==> src/rtl/mtrap_pkg.sv <==
package mtrap_pkg;

    typedef enum logic [1:0] {
        PRIV_U = 2'b00,
        PRIV_M = 2'b11
    } priv_e;

    typedef enum logic {
        ST_RUN   = 1'b0,
        ST_SLEEP = 1'b1
    } slp_state_e;

    typedef enum logic {
        SEL_STATUS = 1'b0,
        SEL_TVEC   = 1'b1
    } csr_sel_e;

    localparam int CAUSE_FETCH   = 1;
    localparam int CAUSE_ILLEGAL = 2;
    localparam int CAUSE_STORE   = 7;

    localparam int BIT_MIE    = 3;
    localparam int BIT_MPIE   = 7;
    localparam int BIT_MPP_LO = 11;
    localparam int BIT_TW     = 21;

endpackage

==> src/rtl/mtrap_arb.sv <==
module mtrap_arb
    import mtrap_pkg::*;
#(
    parameter int CODE_W = 5
) (
    input  logic              asleep,
    input  logic              instr_valid,
    input  logic              dec_wfi,
    input  logic              dec_dret,
    input  logic              dec_mret,
    input  logic              dec_illegal,
    input  logic              in_debug,
    input  logic              fetch_fault,
    input  logic              store_fault,
    input  logic              irq_req,
    input  logic [CODE_W-1:0] irq_id,
    input  priv_e             priv,
    input  logic              mie,
    input  logic              tw,
    output logic              trap,
    output logic              trap_irq,
    output logic [CODE_W-1:0] code,
    output logic              mret_do,
    output logic              wfi_sleep
);

    logic              live;
    logic              in_u;
    logic              bad_op;
    logic              exc_hit;
    logic              irq_en;
    logic [CODE_W-1:0] exc_code;

    always_comb begin
        live   = instr_valid && !asleep;
        in_u   = (priv == PRIV_U);
        bad_op = dec_illegal
              || (dec_dret && !in_debug)
              || (dec_wfi  && in_u && tw)
              || (dec_mret && in_u);

        exc_hit  = 1'b0;
        exc_code = '0;
        if (live) begin
            if (fetch_fault) begin
                exc_hit  = 1'b1;
                exc_code = CODE_W'(CAUSE_FETCH);
            end else if (bad_op) begin
                exc_hit  = 1'b1;
                exc_code = CODE_W'(CAUSE_ILLEGAL);
            end else if (store_fault) begin
                exc_hit  = 1'b1;
                exc_code = CODE_W'(CAUSE_STORE);
            end
        end

        irq_en    = irq_req && (mie || in_u);
        trap      = exc_hit || irq_en;
        trap_irq  = !exc_hit && irq_en;
        code      = exc_hit ? exc_code : irq_id;
        mret_do   = live && dec_mret && !in_u && !trap;
        wfi_sleep = live && dec_wfi && !trap;
    end

endmodule

==> src/rtl/mtrap_fsm.sv <==
module mtrap_fsm
    import mtrap_pkg::*;
(
    input  logic clk,
    input  logic rst_n,
    input  logic go_sleep,
    input  logic wake,
    output logic asleep
);

    slp_state_e state_q;
    slp_state_e state_d;

    always_ff @(posedge clk or negedge rst_n) begin
        if (!rst_n) begin
            state_q <= ST_RUN;
        end else begin
            state_q <= state_d;
        end
    end

    always_comb begin
        state_d = state_q;
        unique case (state_q)
            ST_RUN:   if (go_sleep) state_d = ST_SLEEP;
            ST_SLEEP: if (wake)     state_d = ST_RUN;
            default:  state_d = ST_RUN;
        endcase
    end

    always_comb begin
        unique case (state_q)
            ST_SLEEP: asleep = 1'b1;
            default:  asleep = 1'b0;
        endcase
    end

endmodule

==> src/rtl/mtrap_csr.sv <==
module mtrap_csr
    import mtrap_pkg::*;
#(
    parameter int              XLEN      = 32,
    parameter int              CODE_W    = 5,
    parameter logic [XLEN-1:0] MTVEC_RST = '0
) (
    input  logic              clk,
    input  logic              rst_n,
    input  logic              trap,
    input  logic              trap_irq,
    input  logic [CODE_W-1:0] code,
    input  logic [XLEN-1:0]   pc,
    input  logic              mret_do,
    input  logic              we,
    input  logic              sel,
    input  logic [XLEN-1:0]   wdata,
    output priv_e             priv,
    output logic              mie,
    output logic              mpie,
    output priv_e             mpp,
    output logic              tw,
    output logic [XLEN-1:0]   cause,
    output logic [XLEN-1:0]   epc,
    output logic [XLEN-1:0]   tvec
);

    localparam int PAD_W = XLEN - 1 - CODE_W;

    logic [XLEN-1:0] cause_word;
    priv_e           wr_mpp;

    assign cause_word = {trap_irq, {PAD_W{1'b0}}, code};
    assign wr_mpp     = (wdata[BIT_MPP_LO+1:BIT_MPP_LO] == 2'b11) ? PRIV_M : PRIV_U;

    always_ff @(posedge clk or negedge rst_n) begin
        if (!rst_n) begin
            priv  <= PRIV_M;
            mie   <= 1'b0;
            mpie  <= 1'b0;
            mpp   <= PRIV_M;
            tw    <= 1'b0;
            cause <= '0;
            epc   <= '0;
            tvec  <= MTVEC_RST;
        end else if (trap) begin
            cause <= cause_word;
            epc   <= pc;
            mpp   <= priv;
            priv  <= PRIV_M;
            mpie  <= 1'b1;
            mie   <= 1'b0;
        end else if (mret_do) begin
            mie  <= mpie;
            mpie <= 1'b1;
            priv <= mpp;
            mpp  <= PRIV_U;
        end else if (we) begin
            if (csr_sel_e'(sel) == SEL_TVEC) begin
                tvec <= wdata;
            end else begin
                mie  <= wdata[BIT_MIE];
                mpie <= wdata[BIT_MPIE];
                mpp  <= wr_mpp;
                tw   <= wdata[BIT_TW];
            end
        end
    end

endmodule

==> src/rtl/mtrap_unit.sv <==
module mtrap_unit
    import mtrap_pkg::*;
#(
    parameter int              XLEN      = 32,
    parameter int              ID_W      = 5,
    parameter logic [XLEN-1:0] MTVEC_RST = '0
) (
    input  logic            clk,
    input  logic            rst_n,
    input  logic            instr_valid,
    input  logic [XLEN-1:0] instr_pc,
    input  logic            dec_wfi,
    input  logic            dec_dret,
    input  logic            dec_mret,
    input  logic            dec_illegal,
    input  logic            in_debug,
    input  logic            fetch_fault,
    input  logic            store_fault,
    input  logic            irq_req,
    input  logic [ID_W-1:0] irq_id,
    input  logic            csr_we,
    input  logic            csr_sel,
    input  logic [XLEN-1:0] csr_wdata,
    output logic [1:0]      priv_o,
    output logic            mie_o,
    output logic            mpie_o,
    output logic [1:0]      mpp_o,
    output logic            tw_o,
    output logic [XLEN-1:0] cause_o,
    output logic [XLEN-1:0] epc_o,
    output logic [XLEN-1:0] tvec_o,
    output logic            trap_taken,
    output logic            redirect,
    output logic [XLEN-1:0] redirect_pc,
    output logic            sleeping
);

    priv_e            priv_q;
    priv_e            mpp_q;
    logic             trap;
    logic             trap_irq;
    logic [ID_W-1:0]  code;
    logic             mret_do;
    logic             wfi_sleep;
    logic             asleep;

    mtrap_arb #(.CODE_W(ID_W)) u_arb (
        .asleep      (asleep),
        .instr_valid (instr_valid),
        .dec_wfi     (dec_wfi),
        .dec_dret    (dec_dret),
        .dec_mret    (dec_mret),
        .dec_illegal (dec_illegal),
        .in_debug    (in_debug),
        .fetch_fault (fetch_fault),
        .store_fault (store_fault),
        .irq_req     (irq_req),
        .irq_id      (irq_id),
        .priv        (priv_q),
        .mie         (mie_o),
        .tw          (tw_o),
        .trap        (trap),
        .trap_irq    (trap_irq),
        .code        (code),
        .mret_do     (mret_do),
        .wfi_sleep   (wfi_sleep)
    );

    mtrap_fsm u_fsm (
        .clk      (clk),
        .rst_n    (rst_n),
        .go_sleep (wfi_sleep),
        .wake     (trap),
        .asleep   (asleep)
    );

    mtrap_csr #(
        .XLEN      (XLEN),
        .CODE_W    (ID_W),
        .MTVEC_RST (MTVEC_RST)
    ) u_csr (
        .clk      (clk),
        .rst_n    (rst_n),
        .trap     (trap),
        .trap_irq (trap_irq),
        .code     (code),
        .pc       (instr_pc),
        .mret_do  (mret_do),
        .we       (csr_we),
        .sel      (csr_sel),
        .wdata    (csr_wdata),
        .priv     (priv_q),
        .mie      (mie_o),
        .mpie     (mpie_o),
        .mpp      (mpp_q),
        .tw       (tw_o),
        .cause    (cause_o),
        .epc      (epc_o),
        .tvec     (tvec_o)
    );

    assign priv_o      = priv_q;
    assign mpp_o       = mpp_q;
    assign trap_taken  = trap;
    assign redirect    = trap || mret_do;
    assign redirect_pc = trap ? {tvec_o[XLEN-1:2], 2'b00} : epc_o;
    assign sleeping    = asleep;

endmodule

==> config.mk <==
export PLATFORM = sky130hd
export DESIGN_NAME = mtrap_unit
export DESIGN_NICKNAME = d
export VERILOG_FILES = /design/src/rtl/mtrap_pkg.sv /design/src/rtl/mtrap_arb.sv /design/src/rtl/mtrap_fsm.sv /design/src/rtl/mtrap_csr.sv /design/src/rtl/mtrap_unit.sv
export SDC_FILE = /design/constraint.sdc
export NUM_CORES = 1
export LEC_CHECK = 0
export BUFFER_PORTS_ARGS = -buffer_cell sky130_fd_sc_hd__buf_2
export CORE_MARGIN = 2
export CORE_UTILIZATION = 48
export DETAILED_ROUTE_END_ITERATION = 16
export GPL_TIMING_DRIVEN = 0
export PLACE_DENSITY_LB_ADDON = 0.25
export SETUP_SLACK_MARGIN = 0.2
export SYNTH_ARGS = -nofsm -noshare
export SYNTH_HDL_FRONTEND = slang
export SYNTH_HIERARCHICAL = 1
export SYNTH_SLANG_ARGS = --single-unit
export TNS_END_PERCENT = 100
==> constraint.sdc <==
create_clock -name clk -period 6 [get_ports clk]
set_input_delay 0.3 -clock clk [delete_from_list [all_inputs] [get_ports clk]]
set_output_delay 0.3 -clock clk [all_outputs]
set_load 0.02 [all_outputs]
==> impl_metrics.ini <==
[run_status]
outcome = finished, final reports clean

[timing]
period_needed_ps = 2864
worst_slew_pin_slew_ps = 573.1
fmax_ghz = 0.3491
slew_headroom_pct = 61.62
final.period_utilization_pct = 47.74
finalSetupTns_ps = 0
drv_slew = 0
clock_skew_ps = 8.484
hold_viol = 0
setup_viol = 0
rsz0062_at_grt = false

[finish]
design_area_um2 = 5443
regArea_um2 = 1957
drive_gt1_share_pct = 70.06
num-fill-cells = 644
nets = 590
areaGrowthSynthToFinish_pct = 36.24
final_util_pct = 66.91
antenna_cells = 0
multi_input_area_um2 = 1782

[setup_path]
crit_path_end_kind = output pin
critical_path_required_ps = 5700
critPathKind = register to output pin
worstReg2RegEnd = u_csr/tvec[26]
critPathMaxStageDelay_ps = 560
critPathLaunchType = register
path_max_fanout = 10
critical-path-slowest-cell = dfstp_2
reg2regPathDepth = 10
cp.arrival_ps = 2560
path_cells = nor2_1 -> a221oi_4 -> a21boi_1 -> nand2b_1 -> buf_6 -> buf_12 -> mux2_4 -> buf_2
reg2reg_slack_ps = 3210
rr_startpoint = u_csr/priv[0]

[clocking]
root_buffer = clkbuf_8
clkTransAtPathRegs_ps = 80
cts_setup_buffers = 0
h-tree-depth = 3
clock_tree.buffer_depth = 2
cts_buffers = 9
cts_sinks = 78
clock_latency_ps = 340
cts_tree = built

[placed_design]
post-dp-hpwl_mm = 7.076
gp_congestion = 0.7825
portBuffers = 193
detailed_place.area_um2 = 5209

[synth]
ys_ff_latch = 78
synthFlopType = dfrtp_1
yosys_warnings = 6
syn_area_um2 = 3995
async_reset_ff_share_pct = 100.0
synth_edf_count = 0
seq_area_frac_synth_pct = 48.98
synth_area_per_cell_um2 = 14.42
synth.distinct_cells = 35
netlist_instances = 277

[global_route]
grt_use_met1_pct = 24.39
grt_pass1_wl_mm = 13.62
grt_overflow = 0
antenna_found_initial = 0
busiest_layer = met2
grt_pass1_vias = 2707
gr-usage-met2_pct = 32.98
track_usage_pct = 19.88
grt_util_met3_pct = 5.850
grt_max_degree = 42

[floorplan]
die_height_um = 95.23
die_area_um2 = 9069
fp-row-count = 33
ios = 220
core_area_um2 = 8134
start_util_pct = 49.12
die_w_um = 95.23

[detailed_routing]
via_per_inst = 4.731
drtIter0Drc = 82
routedWlPerCell_um = 14.81
drt_wl_total_mm = 9.124
ant_nets = 0
drc = 0
drt-pass1-iter-count = 4
vias = 2914

[power_and_ir_drop]
vdd_drop_max_uv = 190.7
power_mw = 1.809
power_density_nw_per_um2 = 332.4
p_leak_nw = 2.850

[hold_path]
hp-start = csr_wdata[6]
min_path_type = input port to register
hold_depth = 2
hold_path_end = u_csr/tvec[6]

[flow_run]
cap_violations = 0
cell usage after synthesis (all sizes together), types with 2 or more instances:
master  number  area, um^2
mux2       101        1351
dfrtp       74        1852
buf         39       331.6
nand2        8       30.03
nor2         8       32.54
nor2b        6       37.54
o21ai        5       25.02
dfstp        4       105.1
inv          4       15.01
nor3         4       20.02
a21oi        3       15.01
nand2b       3       18.77
a211o        2       17.52
and2b        2       15.01
nor3b        2       20.02
state kept, by name (all words and copies together) (netlist names):
register,cells
u_csr/cause,6
u_csr/epc,32
u_csr/mie,1
u_csr/mpie,1
u_csr/mpp,2
u_csr/priv,2
u_csr/tvec,32
u_csr/tw,1
u_fsm/state_q,1
power breakdown:
| group | total (mW) | leakage [nW] | switching, mW | internal, mW |
|---|---|---|---|---|
| clock | 0.449 | 0.115 | 0.178 | 0.270 |
| sequential | 0.692 | 0.918 | 0.0702 | 0.622 |
| combinational | 0.669 | 1.82 | 0.352 | 0.317 |
worst max-delay path: cells and delay by family, from the launching register on:
family	cells	cell delay, ps
multiplexers	1	290
AO/OA/AOI/OAI	2	530
flip-flops	1	560
buffers and inverters	3	500
AND/OR/NAND/NOR	2	340
area by class of cell:
type,instances,share of cell area (%)
multi-input cells,180,32.74
inverters,4,0.2759
well taps,105,2.414
flip-flops and latches,78,35.95
clock inverters,5,1.839
repair buffers,195,18.34
clock buffers,9,2.276
plain buffers,40,6.161
cells by family (layout without fill, tap and decap cells):
kind of cell           after synthesis  after routing  share of synthesized area, %
and+or+nand+nor                     38             38                         5.387
DFF                                 78             78                         48.98
buffers and inverters               44            253                         8.769
other                                1             26                       0.09387
AOI/OAI and AO/OA                   14             14                         2.694
muxes                              102            102                         34.07
cell usage in the layout, fill, tap and decap left out, types with 2 or more instances in the layout:
| cell | synthesis | final |
|---|---|---|
| buf_4 | 26 | 27 |
| clkbuf_8 | 0 | 9 |
| a21oi_1 | 3 | 3 |
| mux2_2 | 44 | 44 |
| nand2b_1 | 3 | 3 |
| buf_6 | 5 | 5 |
| buf_12 | 2 | 3 |
| mux2_4 | 57 | 57 |
| clkinv_2 | 0 | 2 |
| nor2_1 | 7 | 7 |
| and2b_1 | 2 | 2 |
| nand2_1 | 8 | 8 |
| bufinv_16 | 0 | 3 |
| conb_1 | 1 | 26 |
| o21ai_0 | 4 | 4 |
| buf_2 | 5 | 197 |
| a211o_1 | 2 | 2 |
| nor3_1 | 4 | 4 |
| dfrtp_1 | 74 | 74 |
| inv_1 | 4 | 4 |
| nor2b_1 | 6 | 6 |
| dfstp_2 | 4 | 4 |
repair_timing:
item | CTS | global route
endpoints found under the hold margin | 33 | 0
hold buffers | 1 | 0
resized for setup | 0 | 0
through the flow:
step                      hold slack [ps]  instances  setup slack (ps)
final                               183.0        616              3136
after global routing                165.1        616              2931
after CTS                           164.4        616              3105
after detailed placement            299.2        601              3206
after global placement              484.7        600              3253
after floorplan                     4.409        302              3309
per-layer routing:
| metal | share of wire, % | wire length, um | vias to the layer above |
|---|---|---|---|
| met1 | 41 | 3699 | 1398 |
| met3 | 8.4 | 766 | 12 |
| li1 | - | - | 1368 |
| met5 | 0 | 0 | - |
| met2 | 49 | 4511 | 136 |
| met4 | 1.6 | 147 | 0 |
worst max-delay path by stage:
stage,endpoint,from,cells past startpoint,slack (ps)
finish,redirect_pc[10],u_csr/priv[0],8,3140
global route,redirect_pc[13],u_csr/priv[1],8,2930
CTS,redirect_pc[14],u_csr/priv[0],8,3100
detailed placement,u_csr/tvec[26],u_csr/priv[0],10,3210
global placement,u_csr/tvec[28],u_csr/priv[0],10,3250
floorplan,u_csr/tvec[10],u_csr/priv[1],10,3310
No activity file was read; power rests on OpenSTA's default activity.
